`config.mk`:
```
export PLATFORM = sky130hd
export DESIGN_NAME = pwrdn_ctrl
export DESIGN_NICKNAME = d
export VERILOG_FILES = /design/src/rtl/pwrdn_pkg.sv /design/src/rtl/pwrdn_depth_sel.sv /design/src/rtl/pwrdn_fsm.sv /design/src/rtl/pwrdn_gate.sv /design/src/rtl/pwrdn_ctrl.sv
export SDC_FILE = /design/constraint.sdc
export NUM_CORES = 1
export LEC_CHECK = 0
export BUFFER_PORTS_ARGS = -buffer_cell sky130_fd_sc_hd__buf_2
export CELL_PAD_IN_SITES_DETAIL_PLACEMENT = 1
export CELL_PAD_IN_SITES_GLOBAL_PLACEMENT = 1
export CORE_AREA = 2 2 39 41
export DETAILED_ROUTE_END_ITERATION = 12
export DIE_AREA = 0 0 41 43
export PLACE_DENSITY = 0.66
export SYNTH_ARGS = -nofsm -noshare
export SYNTH_HDL_FRONTEND = slang
export SYNTH_SLANG_ARGS = --single-unit
export TNS_END_PERCENT = 30
```
`constraint.sdc`:
```
create_clock -name clk -period 1 [get_ports clk]
set_input_delay 0 -clock clk [delete_from_list [all_inputs] [get_ports clk]]
set_output_delay 0 -clock clk [all_outputs]
set_load 0.05 [all_outputs]
```
`src/rtl/pwrdn_pkg.sv`:
```
package pwrdn_pkg;
   typedef enum logic [1:0] {
      PM_RUN   = 2'd0,
      PM_SLEEP = 2'd1,
      PM_DEEP  = 2'd2,
      PM_STBY  = 2'd3
   } pm_state_t;
endpackage

```
`src/rtl/pwrdn_depth_sel.sv`:
```
module pwrdn_depth_sel
   import pwrdn_pkg::*;
#(
   parameter int CTRL_W   = 8,
   parameter int STBY_BIT = 7,
   parameter int DEEP_BIT = 7
) (
   input  logic [CTRL_W-1:0] ctrl_a,
   input  logic [CTRL_W-1:0] ctrl_b,
   output pm_state_t         target
);
   generate
      if (STBY_BIT >= CTRL_W || STBY_BIT < 0) begin : g_bad_stby
         $error("STBY_BIT outside control word");
      end
      if (DEEP_BIT >= CTRL_W || DEEP_BIT < 0) begin : g_bad_deep
         $error("DEEP_BIT outside control word");
      end
   endgenerate

   logic sel_stby;
   logic sel_deep;
   assign sel_stby = ctrl_a[STBY_BIT];
   assign sel_deep = ctrl_b[DEEP_BIT];

   // standby selector outranks the deep-sleep selector
   always_comb begin
      if (sel_stby)      target = PM_STBY;
      else if (sel_deep) target = PM_DEEP;
      else               target = PM_SLEEP;
   end
endmodule

```
`src/rtl/pwrdn_fsm.sv`:
```
module pwrdn_fsm
   import pwrdn_pkg::*;
(
   input  logic      clk,
   input  logic      rst_n,
   input  logic      sleep_req,
   input  logic      irq_pending,
   input  pm_state_t target,
   output pm_state_t state
);
   always_ff @(posedge clk or negedge rst_n) begin
      if (!rst_n) begin
         state <= PM_RUN;
      end else begin
         case (state)
            PM_RUN:  if (sleep_req)   state <= target;
            default: if (irq_pending) state <= PM_RUN;
         endcase
      end
   end


   sleep_while_asleep_chk: assert property (@(posedge clk) disable iff (!rst_n)
      (state != PM_RUN && !irq_pending) |=> $stable(state));


   irq_wakes_chk: assert property (@(posedge clk) disable iff (!rst_n)
      (state != PM_RUN && irq_pending) |=> state == PM_RUN);


   irq_running_chk: assert property (@(posedge clk) disable iff (!rst_n)
      (state == PM_RUN && !sleep_req) |=> state == PM_RUN);
endmodule

```
`src/rtl/pwrdn_gate.sv`:
```
module pwrdn_gate
   import pwrdn_pkg::*;
#(
   parameter int NUM_DRAIN  = 2,
   parameter bit DRAIN_WAIT = 1'b1
) (
   input  logic                 clk,
   input  logic                 rst_n,
   input  pm_state_t            state,
   input  logic [NUM_DRAIN-1:0] drain_busy,
   output logic                 cpu_clk_en,
   output logic                 dma_run_en,
   output logic [NUM_DRAIN-1:0] drain_run_en
);
   generate
      if (NUM_DRAIN < 1) begin : g_bad_num
         $error("NUM_DRAIN must be at least one");
      end
   endgenerate

   logic in_stby;
   assign in_stby    = (state == PM_STBY);
   assign cpu_clk_en = (state == PM_RUN);
   assign dma_run_en = (state != PM_DEEP);

   generate
      for (genvar i = 0; i < NUM_DRAIN; i++) begin : g_drain
         logic halted;
         logic idle;
         if (DRAIN_WAIT) begin : g_wait
            assign idle = !drain_busy[i];
         end else begin : g_nowait
            assign idle = 1'b1;
         end

         always_ff @(posedge clk or negedge rst_n) begin
            if (!rst_n)                halted <= 1'b0;
            else if (!in_stby)         halted <= 1'b0;
            else if (idle)             halted <= 1'b1;
         end

         assign drain_run_en[i] = !(in_stby && halted);


         drain_only_stby_chk: assert property (@(posedge clk) disable iff (!rst_n)
            !drain_run_en[i] |-> state == PM_STBY);


         drain_stays_low_chk: assert property (@(posedge clk) disable iff (!rst_n)
            (!drain_run_en[i] && state == PM_STBY) |=> (state != PM_STBY || !drain_run_en[i]));
      end
   endgenerate
endmodule

```
`src/rtl/pwrdn_ctrl.sv`:
```
module pwrdn_ctrl
   import pwrdn_pkg::*;
#(
   parameter int CTRL_W   = 8,
   parameter int STBY_BIT = 7,
   parameter int DEEP_BIT = 7
) (
   input  logic              clk,
   input  logic              rst_n,
   input  logic              sleep_req,
   input  logic [CTRL_W-1:0] stby_ctrl_a,
   input  logic [CTRL_W-1:0] stby_ctrl_b,
   input  logic              irq_pending,
   input  logic              tmr_busy,
   input  logic              ser_busy,
   output logic [1:0]        pm_state,
   output logic              cpu_clk_en,
   output logic              dma_run_en,
   output logic              tmr_run_en,
   output logic              ser_run_en
);
   localparam int NUM_DRAIN = 2;

   pm_state_t            target;
   pm_state_t            state;
   logic [NUM_DRAIN-1:0] busy_vec;
   logic [NUM_DRAIN-1:0] run_vec;

   assign busy_vec = {ser_busy, tmr_busy};

   pwrdn_depth_sel #(
      .CTRL_W  (CTRL_W),
      .STBY_BIT(STBY_BIT),
      .DEEP_BIT(DEEP_BIT)
   ) u_sel (
      .ctrl_a(stby_ctrl_a),
      .ctrl_b(stby_ctrl_b),
      .target(target)
   );

   pwrdn_fsm u_fsm (
      .clk        (clk),
      .rst_n      (rst_n),
      .sleep_req  (sleep_req),
      .irq_pending(irq_pending),
      .target     (target),
      .state      (state)
   );

   pwrdn_gate #(
      .NUM_DRAIN (NUM_DRAIN),
      .DRAIN_WAIT(1'b1)
   ) u_gate (
      .clk         (clk),
      .rst_n       (rst_n),
      .state       (state),
      .drain_busy  (busy_vec),
      .cpu_clk_en  (cpu_clk_en),
      .dma_run_en  (dma_run_en),
      .drain_run_en(run_vec)
   );

   assign pm_state   = state;
   assign tmr_run_en = run_vec[0];
   assign ser_run_en = run_vec[1];


   deep_gates_dma_chk: assert property (@(posedge clk) disable iff (!rst_n)
      state == PM_DEEP |-> (!dma_run_en && tmr_run_en && ser_run_en));


   plain_keeps_periph_chk: assert property (@(posedge clk) disable iff (!rst_n)
      state == PM_SLEEP |-> (dma_run_en && tmr_run_en && ser_run_en));


   stby_priority_chk: assert property (@(posedge clk) disable iff (!rst_n)
      (state == PM_RUN && sleep_req && stby_ctrl_a[STBY_BIT]) |=> state == PM_STBY);
endmodule

```
# Word level (Yosys, flattened, before mapping)
# Index checks and enable logic that the tools add are counted.
# word_totals
register_bits	4
in_bits	22
out_inout_bits	6
wordCells	24
# op_classes
n_eq_ne	5
muxes	9
n_reduce_logical	7
# op_table
operator	n
2-bit 2-to-1 mux	5
2-bit != test, second input constant	4
1-bit 2-to-1 mux	4
2-bit equality test, second input constant	1
1-bit logical AND	2
1-bit zero test	2
2-bit zero test	1
2-bit AND reduction	1
2-bit nonzero test	1

# Longest topological paths before layout
# logic_depth
word_depth	4
depth_mapped	3
depth_no_buf	2

# Hierarchy
# A second synthesis with hierarchy kept.
# unflattened
hier_cells	22
hier_area_um2	210.2
# by_module_without_submodules
module	instances	cells_each	area_each_um2	seq_area_each_um2
pwrdn_gate	1	11	101.3	50.0
pwrdn_fsm	1	9	96.3	50.0
pwrdn_depth_sel	1	2	12.5	0.0

# Worst setup path before layout
# Ideal clock, no wire load.
# synth_timing
path_type	register to output
start	register u_fsm.state[1]
end	output port cpu_clk_en
t_arrival_ns	1.447
required_ns	1.000
slack_ns	-0.447
path_stages_with_launch	3
n_path_buf	1
path_cell_list	dfrtp_1 -> clkbuf_2 -> nor2_1
# synth_via
elab_chain_len	1
# synth_lines
element	line	text
from (decl)	pwrdn_fsm.sv:9	output pm_state_t state
from (signal assigned)	pwrdn_fsm.sv:16	PM_RUN: if (sleep_req) state <= target;
2-bit zero test	pwrdn_gate.sv:23	assign cpu_clk_en = (state == PM_RUN);
to (decl)	pwrdn_ctrl.sv:17	output logic cpu_clk_en,
# Every way passes these cells.

# Worst setup path after layout
# layout_timing
start	register u_fsm.state[0]
end	output port dma_run_en
# layout_via
elab_chain_len	1
# layout_lines
element	line	text
2-bit != test	pwrdn_gate.sv:24	assign dma_run_en = (state != PM_DEEP);
to (decl)	pwrdn_ctrl.sv:18	output logic dma_run_en,
# Every way passes these cells.

==> results.md <==
- Outcome: finished with violations
- Failing checks: setup timing
- Slew Viols, Final: 0
- Int Power: 0.5319 mW
- RD Place Congestion: 0.6545
- Post-route antenna net violation count: 0
- Initial antenna violation count: 0
- Kind of critical path: flop to output port
- Startpoint Class: flop
- Achievable frequency: 974.2 MHz
- Hold-critical path endpoint: u_fsm.state[1]
- Reg2Reg Depth: 2
- Reg power frac: 27.8%
- Clock buffer depth: 2
- Pre-antenna DRT Iters: 1
- Combinational share of power: 48.7%
- Post-synth cell types: 12
- Final setup viols: 5
- Max-slew headroom: 83.06%
- R2r setup slk: 0 ns
- Sequential share of the synthesized area: 48.48%
- Remaining DRCs: 0
- Switching pwr: 0.4058 mW
- Area leader, netlist: dfrtp_1
- WP buf/inv: 2
- Synth Instances: 21
- Leakage power: 0.1939 nW
- DR vias/cell: 4.000
- Worst hold margin: 0.05749 ns
- Syn Nets: 43
- Hold depth: 3
- Drt wl/cell: 10.95 um
- Fill cell count: 162
- Number of global-route vias before repair: 267
- Seq cells post-synth: 4
- Hold Crit Class: primary input to flop
- Critical Path AT: 1.03 ns
- Top cell type's share of synthesized area: 48.48%
- Peak VDD IR: 0.5721 mV
- Die Width: 41 um
- Hold Crit Start: sleep_req
- CP Max Fanout: 5
- Port Buffers: 13
- Worst slew pin tran: 0.2541 ns
- Final Core Density: 33.00%
- Largest net degree at the start of global routing: 8
- CTS tree: built
- Clk_lat worst skew: 0.24 ns
- Tcrit/Tclk final: 102.6%
- Commonest non-fill, non-tap cell in the layout: buf_2
- Area contributors post-synth: dfrtp_1, o32ai_2, nand2b_4, o31ai_2, inv_1
- CP peak stage delay: 0.44 ns
- Die area: 0.001763 mm^2
- Setup TNS: -0.08256 ns
- Post-route worst setup slack: -0.02643 ns
- Nets: 66
- # clock sinks: 4
- CTS buffer count: 3
- Tot GR Track Use: 8.141%
- Layout cell share with drive strength beyond 1: 62.79%
- Top Ports: 28
- RSZ-0062 raised after global routing: yes
- Most frequent cells in the layout: buf_2, dlygate4sd3_1, buf_6
- Area of the mapped netlist: 206.4 um^2
- Reg-to-reg startpoint: u_fsm.state[1]
- First-pass GRT wire length: 979 um
- Post-synthesis area per instance: 9.831 um^2
- Drt total wl: 646 um
- CTS HTree Levels: 1
- Clock root buffer: clkbuf_4
- Global route overflow: 0
- Antenna cells: 0
- Crit. End Element: output port
- Row count: 14
- Switch share: 43.28%
- Drt initial violations: 0
- Layout area overhead: 121.2%
- Worst Path Required: 1.00 ns
- Clock share of power: 23.5%
- Core Footprint: 0.001384 mm^2
- Reg clk slew, reported paths: 0.05 ns
- Yosys warns: 0
- Delay-heaviest family, CP: flip-flops
- Final hold violations: 0
- Initial core utilization: 14.92%
- Pwr Density: 2053 mW/mm^2
- Layout Skew: 0.01297 ns
- Tmin final: 1.026 ns
- Max_cap viols: 0
- Die Y: 43 um
- Routed vias: 236
- Crit path max-delay cell type: dfrtp_2
- Reg-to-reg endpoint: u_fsm.state[0]
- Crit path cell chain: inv_1 > nand2_2 > buf_4
power by group through the flow:
stage | sequential [mW] | clock (mW) | combinational (mW)
3_5_place_dp | 0.259 | 0 | 0.343
6_report | 0.261 | 0.220 | 0.457
4_1_cts | 0.251 | 0.230 | 0.419
3_3_place_gp | 0.256 | 0 | 0.341
5_1_grt | 0.267 | 0.244 | 0.484
2_1_floorplan | 0.298 | 0 | 0.213
routing by layer:
layer	vias to the layer above	wire [um]	GRT usage [%]
met3	0	49	6.806
met1	111	250	7.419
met5	-	0	0
li1	112	-	-
met2	13	345	14.06
met4	0	0	0
tightest hold or removal path, stage by stage:
cell      delay (ns)
buf_2           0.11
nand2b_4        0.08
o31ai_4         0.06
per-stage QoR:
step / worst slack, ns / power [mW] / cell area (um^2) / std cells
floorplan: -0.08292 / 0.5108 / 229.0 / 21
detailed placement: 0.07486 / 0.6024 / 316.6 / 50
CTS: -0.03793 / 0.9003 / 421.7 / 59
global placement: 0.08292 / 0.5966 / 316.6 / 50
global route: -0.07418 / 0.9958 / 456.7 / 59
finish: -0.02643 / 0.9377 / 456.7 / 59
cell type report:
| class | count | area [um^2] | share of cell area, % |
|---|---|---|---|
| timing repair buffer | 19 | 162.7 | 35.62 |
| multi-input combinational | 13 | 133.9 | 29.31 |
| sequential | 4 | 102.6 | 22.47 |
| clock buffer | 4 | 26.28 | 5.753 |
| tap | 16 | 20.02 | 4.384 |
| inverter | 3 | 11.26 | 2.466 |
sequential cells by signal (all words and copies together), names as in the netlist:
register               flops
u_fsm.state                2
u_gate.g_drain.halted      2
timing repair:
item | in CTS | in global routing
buffers inserted | 1 | 0
endpoints found under the setup margin | 5 | 6
endpoints found under the hold margin | 7 | 0
pin swaps | 0 | 0
resized for setup | 10 | 6
hold buffers | 4 | 0
cell usage after synthesis:
| cell type | n |
|---|---|
| nand2_1 | 2 |
| nand3_1 | 2 |
| nor2_1 | 2 |
| clkbuf_2 | 1 |
| inv_1 | 3 |
| o31ai_2 | 1 |
| nand2b_1 | 1 |
| o32ai_2 | 1 |
| a21oi_1 | 2 |
| dfrtp_1 | 4 |
| nor2b_1 | 1 |
| nand2b_4 | 1 |
worst max path at each step:
stage	start	end	slack [ns]	cells past startpoint
global route	u_fsm.state[0]	dma_run_en	-0.07	3
floorplan	u_fsm.state[1]	u_fsm.state[0]	-0.08	2
detailed placement	u_fsm.state[0]	u_fsm.state[0]	0.07	2
CTS	u_fsm.state[0]	dma_run_en	-0.04	3
finish	u_fsm.state[0]	dma_run_en	-0.03	3
global placement	u_fsm.state[0]	u_fsm.state[0]	0.08	2
cell families (layout without fill, tap and decap cells):
group,Yosys count,in the layout,synth area share [%]
AOI/OAI and AO/OA,4,4,18.79
and+or+nand+nor,9,9,24.85
buffers and inverters,4,26,7.876
DFF,4,4,48.49
(Power assumes the default switching activity.)
